==> config.mk <==
export PLATFORM = sky130hd
export DESIGN_NAME = pccard_cfg_regs
export DESIGN_NICKNAME = d
export VERILOG_FILES = /design/src/rtl/pccard_cfg_pkg.sv /design/src/rtl/pccard_cis_rom.sv /design/src/rtl/pccard_irq_gate.sv /design/src/rtl/pccard_cfg_regs.sv
export SDC_FILE = /design/constraint.sdc
export NUM_CORES = 1
export LEC_CHECK = 0
export BUFFER_PORTS_ARGS = -buffer_cell sky130_fd_sc_hd__buf_2
export CORE_MARGIN = 2
export CORE_UTILIZATION = 30
export DETAILED_ROUTE_END_ITERATION = 8
export PLACE_DENSITY = 0.56
export REMOVE_ABC_BUFFERS = 1
export SETUP_SLACK_MARGIN = 0.3
export SLEW_MARGIN = 20
export SYNTH_ARGS = -nofsm -noshare
export SYNTH_HDL_FRONTEND = slang
export SYNTH_SLANG_ARGS = --single-unit
==> constraint.sdc <==
create_clock -name clk -period 5 [get_ports clk]
set_clock_uncertainty 0.1 [all_clocks]
set_input_delay 1 -clock clk [delete_from_list [all_inputs] [get_ports clk]]
set_output_delay 1 -clock clk [all_outputs]
set_load 0.005 [all_outputs]
==> src/rtl/pccard_cfg_pkg.sv <==
package pccard_cfg_pkg;

    // Register offsets from the configuration base; the even spacing is
    // what the host software decodes.
    typedef enum logic [2:0] {
        REG_OPT  = 3'd0,
        REG_STAT = 3'd2,
        REG_PIN  = 3'd4,
        REG_SOCK = 3'd6
    } cfg_reg_e;

    localparam logic [7:0] OPT_WMASK  = 8'hCF;
    localparam logic [7:0] STAT_WMASK = 8'h74;
    localparam logic [7:0] PIN_FIXED  = 8'h0C;

    localparam int OPT_RESET_BIT = 7;
    localparam int OPT_LEVEL_BIT = 6;
    localparam int STAT_PD_BIT   = 2;
    localparam int STAT_INT_BIT  = 1;
    localparam int PIN_READY_BIT = 5;
    localparam int PIN_MRDY_BIT  = 1;

    typedef struct packed {
        logic [7:0] opt;
        logic [7:0] stat;
        logic       ready;
        logic       mrdy;
        logic       nien;
        logic       srst;
    } cfg_state_t;

    function automatic logic [7:0] status_view(input logic [7:0] stored,
                                               input logic pend,
                                               input logic nien);
        logic [7:0] v;
        v = stored & STAT_WMASK;
        v[STAT_INT_BIT] = pend & ~nien;
        return v;
    endfunction

    function automatic logic [7:0] pin_view(input logic ready);
        logic [7:0] v;
        v = PIN_FIXED;
        v[PIN_READY_BIT] = ready;
        return v;
    endfunction

endpackage

==> src/rtl/pccard_cis_rom.sv <==
module pccard_cis_rom #(
    parameter int AW = 12,
    parameter int DEPTH = 16,
    parameter logic [8*DEPTH-1:0] IMAGE = '0
) (
    input  logic [AW-1:0] addr,
    output logic [7:0]    data
);
    localparam int IW = (DEPTH > 1) ? $clog2(DEPTH) : 1;

    logic [7:0] bytes [DEPTH];

    for (genvar g = 0; g < DEPTH; g++) begin : g_byte
        assign bytes[g] = IMAGE[8*g +: 8];
    end

    always_comb begin
        data = 8'h00;
        if (addr < AW'(DEPTH))
            data = bytes[addr[IW-1:0]];
    end
endmodule

==> src/rtl/pccard_irq_gate.sv <==
module pccard_irq_gate (
    input  logic pend_q,
    input  logic ctl_nien_q,
    input  logic ctl_srst_q,
    input  logic opt_reset_q,
    output logic irq
);
    logic blocked;

    always_comb begin
        blocked = ctl_nien_q | ctl_srst_q | opt_reset_q;
        irq     = pend_q & ~blocked;
    end
endmodule

==> src/rtl/pccard_cfg_regs.sv <==
module pccard_cfg_regs
    import pccard_cfg_pkg::*;
#(
    parameter int AW = 12,
    parameter int ROM_DEPTH = 16,
    parameter logic [8*ROM_DEPTH-1:0] ROM_IMAGE = '0
) (
    input  logic          clk,
    input  logic          rst,
    input  logic [AW-1:0] cfg_base,
    input  logic [AW-1:0] attr_addr,
    input  logic          attr_rd,
    input  logic          attr_wr,
    input  logic [7:0]    attr_wdata,
    output logic [7:0]    attr_rdata,
    input  logic          ctl_wr,
    input  logic          ctl_nien,
    input  logic          ctl_srst,
    input  logic          drv_irq_pend,
    output logic          card_irq,
    output logic          soft_rst,
    output logic [5:0]    mode_sel,
    output logic          irq_level,
    output logic          mrdy_ovr
);
    cfg_state_t    st;
    logic          pend_q;
    logic          in_cfg;
    logic [AW-1:0] off;
    logic          sel_opt, sel_stat, sel_pin;
    logic [7:0]    rom_data;
    logic [7:0]    rd_mux;
    logic          opt_wr, stat_wr, pin_wr;

    always_comb begin
        in_cfg   = attr_addr >= cfg_base;
        off      = attr_addr - cfg_base;
        sel_opt  = in_cfg && (off == AW'(REG_OPT));
        sel_stat = in_cfg && (off == AW'(REG_STAT));
        sel_pin  = in_cfg && (off == AW'(REG_PIN));
        opt_wr   = attr_wr && sel_opt;
        stat_wr  = attr_wr && sel_stat;
        pin_wr   = attr_wr && sel_pin;
    end

    pccard_cis_rom #(.AW(AW), .DEPTH(ROM_DEPTH), .IMAGE(ROM_IMAGE)) u_rom (
        .addr (attr_addr),
        .data (rom_data)
    );

    always_comb begin
        rd_mux = 8'h00;
        if (!in_cfg)
            rd_mux = rom_data;
        else if (sel_opt)
            rd_mux = st.opt;
        else if (sel_stat)
            rd_mux = status_view(st.stat, pend_q, st.nien);
        else if (sel_pin)
            rd_mux = pin_view(st.ready);
    end

    always_ff @(posedge clk) begin
        if (rst) begin
            st         <= '0;
            pend_q     <= 1'b0;
            soft_rst   <= 1'b0;
            attr_rdata <= 8'h00;
        end else begin
            pend_q   <= drv_irq_pend;
            soft_rst <= 1'b0;
            if (attr_rd)
                attr_rdata <= rd_mux;

            if (opt_wr) begin
                st.opt <= attr_wdata & OPT_WMASK;
            end else if (stat_wr) begin
                if (st.stat[STAT_PD_BIT] != attr_wdata[STAT_PD_BIT])
                    st.ready <= 1'b1;
                st.stat <= attr_wdata & STAT_WMASK;
            end else if (pin_wr) begin
                st.mrdy <= attr_wdata[PIN_MRDY_BIT];
            end

            if (ctl_wr) begin
                st.nien <= ctl_nien;
                st.srst <= ctl_srst;
            end

            if ((opt_wr && attr_wdata[OPT_RESET_BIT]) || (ctl_wr && ctl_srst)) begin
                soft_rst <= 1'b1;
                st.stat  <= 8'h00;
                st.ready <= 1'b0;
                st.mrdy  <= 1'b0;
            end
        end
    end

    pccard_irq_gate u_irq (
        .pend_q      (pend_q),
        .ctl_nien_q  (st.nien),
        .ctl_srst_q  (st.srst),
        .opt_reset_q (st.opt[OPT_RESET_BIT]),
        .irq         (card_irq)
    );

    assign mode_sel  = st.opt[5:0];
    assign irq_level = st.opt[OPT_LEVEL_BIT];
    assign mrdy_ovr  = st.mrdy;
endmodule

==> results.cfg, run 1 <==
[drt]
viasPerCell = 4.815
firstDrtPassIters = 4
dr_total_vias = 1560
wl_mm = 3.772
drtAntennaViolNets = 0
post_drt_wl_per_cell_um = 11.64
first_iter_violations = 111
drc = 0

[setup_path]
r2r_cells = 3
crit_path_end_kind = flip-flop
ff2ff_setup_slack_ns = 4.02
arrival_ns = 3.72
critical_path_class = in -> reg
r2r-start = st[9]
r2r-end = attr_rdata[5]
critPathRequiredTime_ns = 5.06
cp-start-kind = input port
path_max_fanout = 10

[clock_tree]
htreeDepth = 1
insertion_delay_ns = 0.26
tritoncts = done
cts_root_buffer = clkbuf_8
ctsResizeCount = 0
cts_max_path_buffers = 2
cts_hold_buf = 0
cts_setup_buffers = 0
cts_buffers = 3
clk_pin_slew_ns = 0.08
clock-sinks = 24

[layout]
finalInstanceArea_um2 = 2028
drive_gt1_share_pct = 28.17
nets = 305
area_growth_pct = 20.97
diodes = 0

[sta]
post-route-period-util_pct = 73.07
rsz0062_at_grt = no
timing.final.crit_period_ns = 3.653
fin_ws_ns = 1.347
finalSetupViolations = 0
max_freq_mhz = 273.7
maxSlewViolCount = 0
hold-worst-slack_ns = 0.3544
finalHoldViolCount = 0
final.setup.tns_ns = 0
relSlewSlack_pct = 56.88
tightest_slew_ns = 0.6422

[floorplan]
die_area_um2 = 6202
die_h_um = 78.76
coreArea_um2 = 5439
initial_core_util_pct = 30.83
ioPinCount = 58
rows = 27
die_w_um = 78.76

[worst_hold_path]
whs_endpoint = attr_rdata[3]
holdCritStartpoint = attr_rdata[3]
hold_class = reg -> reg
hold_depth = 2

[power]
power.density_nw_per_um2 = 216.9
ir_drop_mv = 0.1551
p_leak_nw = 1.029

[logic_synthesis]
async_flop_share_pct = 0
synth-seq-cells = 24
ys_types = 50
synth_enable_flop_cells = 0
yosys_most_used_dff = dfxtp_1
yosys_warnings = 0
avgSynthCellArea_um2 = 8.259
synth_seq_area_share_pct = 28.66
synthesis.instances = 203
syn_area_um2 = 1677

[global_route]
antenna_found_initial = 0
grt_start_max_net_pins = 14
track_usage_pct = 12.54
overflow = 0
grt_pass1_wl_mm = 6.479
grt_pass1_vias = 1474

[placed_design]
dp_hpwl_mm = 3.145
dp_slack_ns = 1.032
place.gp.congestion = 0.8490
portBuffers = 55
placed_cell_area_um2 = 1973

[run_status]
status = finished, final reports clean

[job]
maxCapViolCount = 0
==> area by class of cell <==
type / count / area [um^2]
inverter: 18 / 67.56
fill: 565 / 3411
multi-input combinational: 151 / 1060
sequential: 24 / 480.5
timing repair buffer: 55 / 275.3
clock buffer: 4 / 55.05
tap: 72 / 90.09
==> worst max path at each step <==
| stage | startpoint | endpoint | slack, ns | depth (start not counted) |
|---|---|---|---|---|
| floorplan | cfg_base[1] | st[3] | 1.39 | 10 |
| global placement | cfg_base[1] | st[3] | 1.11 | 11 |
| detailed placement | cfg_base[1] | st[3] | 1.03 | 11 |
| CTS | cfg_base[1] | st[3] | 1.31 | 11 |
| global route | cfg_base[2] | st[3] | 1.02 | 11 |
| finish | cfg_base[1] | st[3] | 1.35 | 11 |
==> logic make-up (layout without fill, tap and decap cells) <==
family	Yosys count	in the layout	synth area share [%]
other	1	2	0.2237
buffers and inverters	29	77	8.357
flip-flops	24	24	28.66
multiplexers	13	13	7.761
AO/OA/AOI/OAI	51	51	22.24
adder cells (fa/ha/maj)	12	12	8.955
AND/OR/NAND/NOR	71	71	22.76
XOR/XNOR	2	2	1.045
==> critical path: stages <==
cell       delay, ns
buf_2           0.07
inv_1           0.03
ha_1            0.42
nor2b_4         0.19
o2111ai_2       0.18
a21oi_1         0.10
or3_4           0.38
a2111oi_4       0.53
nand4_4         0.27
o211ai_2        0.34
o21ba_2         0.20
==> cell usage after synthesis, types with 4 or more instances <==
master,count,share of area [%]
nand4_1,4,1.5
nand2_1,16,3.6
nor2_1,24,5.4
a21oi_1,13,3.9
inv_1,18,4.0
o21ai_0,11,3.3
mux2i_1,13,7.8
buf_4,6,2.7
ha_1,12,9.0
dfxtp_1,24,29
nand3_1,5,1.5
==> power by group <==
group	total, W	switching, W	internal (W)
logic	0.000118	0.0000678	0.0000499
clock network	0.000129	0.0000590	0.0000702
registers	0.000193	0.000000537	0.000193
total	0.000440	0.000127	0.000313
==> per-stage QoR <==
step | util, % | power (W) | instances
floorplan | - | 0.0002783 | 193
global placement | 36.28 | 0.0003150 | 320
detailed placement | 36.28 | 0.0003150 | 320
CTS | 37.29 | 0.0004423 | 324
global route | 37.29 | 0.0004646 | 324
finish | 37.29 | 0.0004399 | 324
==> placed cells by master, fill, tap and decap left out, drive strengths merged, types with 2 or more instances in the layout <==
master,instances
conb,2
nor3,2
dfxtp,24
nand2,16
a21oi,13
nand4,6
nand3,5
clkbuf,4
nand2b,2
nor2b,3
inv,18
nor2,24
and3,3
or3b,2
mux2i,13
xnor2,2
nor3b,3
ha,12
o21ai,13
a31oi,3
o21bai,3
o2111ai,2
a22o,2
a211oi,3
a21o,2
buf,55
==> layer usage <==
layer  vias to the layer above  global-route usage (%)  wire [um]
met5                         -                       0          0
met4                         0                   2.456         59
met3                         4                   1.932        183
met2                        48                   20.34       1696
met1                       692                   17.68       1832
li1                        816                       -          -
==> state kept, by name, summed over array words and instances (netlist names) <==
name and count:
attr_rdata 8, irq_level 1, mode_sel 4, mrdy_ovr 1
pend_q 1, soft_rst 1, st 8
Power figures use the tool's default switching activity.
==> run 2, diff against run 1 <==
PLACE_DENSITY = 0.58   (was 0.56)
clock period = 3 ns   (was 5 ns; I/O delays follow)
==> run 2 against run 1 <==
Compared with the run above:
- wire length up 15%
- die area unchanged
- combinational power rose to 2.5 times the previous value
- final area up 23%
- critical endpoint is now attr_rdata[1]
- largest cell class unchanged
- highest routed layer unchanged
==> results.cfg, run 2 (synthesis gave the netlist of run 1 again) <==
[placed_design]
portBuffers = 55
place.gp.congestion = 0.8555
dp_hpwl_mm = 3.288
dp_slack_ns = -0.2114
dp.cells = 339

[floorplan]
rows = 27
die_w_um = 78.76
coreArea_um2 = 5439
ioPinCount = 58
die_h_um = 78.76
die_area_um2 = 6202
initial_core_util_pct = 30.83

[sta]
rsz0062_at_grt = yes
fin_ws_ns = 0.2802
finalSetupViolations = 0
timing.final.crit_period_ns = 2.720
finalHoldViolCount = 0
maxSlewViolCount = 0
max_freq_mhz = 367.7
post-route-period-util_pct = 90.66
hold-worst-slack_ns = 0.3710

[drt]
wl_mm = 4.327
post_drt_wl_per_cell_um = 12.43
first_iter_violations = 50
drtAntennaViolNets = 0
wl_met3_um = 203
dr_total_vias = 1666
firstDrtPassIters = 4
drc = 0
met2_length_mm = 2.130
wl_met1_mm = 1.919
viasPerCell = 4.787
top_layer = met4

[setup_path]
critical_path_class = in -> reg
critPathRequiredTime_ns = 3.10
cp-start-kind = input port
crit_path_end_kind = flip-flop
path_max_fanout = 7
arrival_ns = 2.82

[global_route]
grt_start_max_net_pins = 14
antenna_found_initial = 0
grt_pass1_wl_mm = 6.879
grt_pass1_vias = 1530
track_usage_pct = 13.64
overflow = 0

[layout]
drive_gt1_share_pct = 46.01
nets = 329
layout_commonest_cell = buf_2
final_util_pct = 45.99
area_growth_pct = 49.18
layout_common_cells = buf_2, dfxtp_1, nor2_1
final_cell_count_no_fill = 348
diodes = 0
nFillCells = 540

[clock_tree]
clk_pin_slew_ns = 0.08
cts_max_path_buffers = 2
tritoncts = done
cts_root_buffer = clkbuf_8
htreeDepth = 1
insertion_delay_ns = 0.26
cts_hold_buf = 0
clock-sinks = 24
cts_buffers = 3

[worst_hold_path]
hold_class = reg -> reg

[run_status]
status = finished, final reports clean

[power]
p_leak_nw = 1.175
power.density_nw_per_um2 = 331.3
ir_drop_mv = 0.2614

[job]
maxCapViolCount = 0
-- run 2: cell types whose count changed in the layout (fill, tap and decap cells not counted), moves of 4 or more --
cell     before  now
ha_1         12    5
a21oi_1      13    9
inv_1        18   13
buf_6         0   13
buf_4         0   16
ha_4          0    7
buf_2        55   50
-- run 2: critical path, cell delays in order --
cell and delay [ns]:
buf_2 0.07, inv_1 0.03, ha_1 0.30, buf_6 0.15
nand2_2 0.09, o21bai_4 0.08, or3_4 0.39, a2111oi_4 0.28
buf_4 0.20, nand4_4 0.10, or3b_4 0.39, o21ai_1 0.14
-- run 2: cell type report --
cell class                      count  area [um^2]  share of cell area, %
Clock buffer                        4        55.05                  2.201
Multi-Input combinational cell    151         1286                  51.43
Tap cell                           72        90.09                  3.602
Sequential cell                    24        480.5                  19.21
Timing Repair Buffer               79        516.7                  20.66
Inverter                           18        72.57                  2.901
-- run 2: power by group --
group | switching (W) | internal (W)
clock network | 0.0000950 | 0.000117
registers | 0.000000935 | 0.000321
logic | 0.000151 | 0.000144
total | 0.000247 | 0.000582
-- run 2: final timing paths --
kind / cells after the start / slack [ns] / from / end
setup / recovery: 12 / 0.28 / cfg_base[7] / attr_rdata[1]
hold / removal: 2 / 0.37 / attr_rdata[2] / attr_rdata[2]
setup reg to reg: 3 / 2.05 / st[6] / st[3]
hold reg to reg: 2 / 0.37 / attr_rdata[2] / attr_rdata[2]
-- run 2: metal layers --
metal,vias up,GRT usage (%)
li1,859,-
met1,752,16.83
met2,49,23.93
met3,6,2.500
met4,0,4.386
met5,-,0
-- run 2: repair_timing --
action	CTS	global route
resized for setup	20	42
endpoints found under the setup margin	17	18
buffers inserted	2	3
pin swaps	15	33
gates cloned	0	0
-- run 2: stage by stage --
stage	TNS (ns)	power, W	cell area (um^2)
floorplan	-1.059	0.0004639	1608
global placement	-1.984	0.0005500	2116
detailed placement	-2.366	0.0005509	2116
CTS	0	0.0007849	2296
global route	0	0.0008790	2501
finish	0	0.0008287	2501
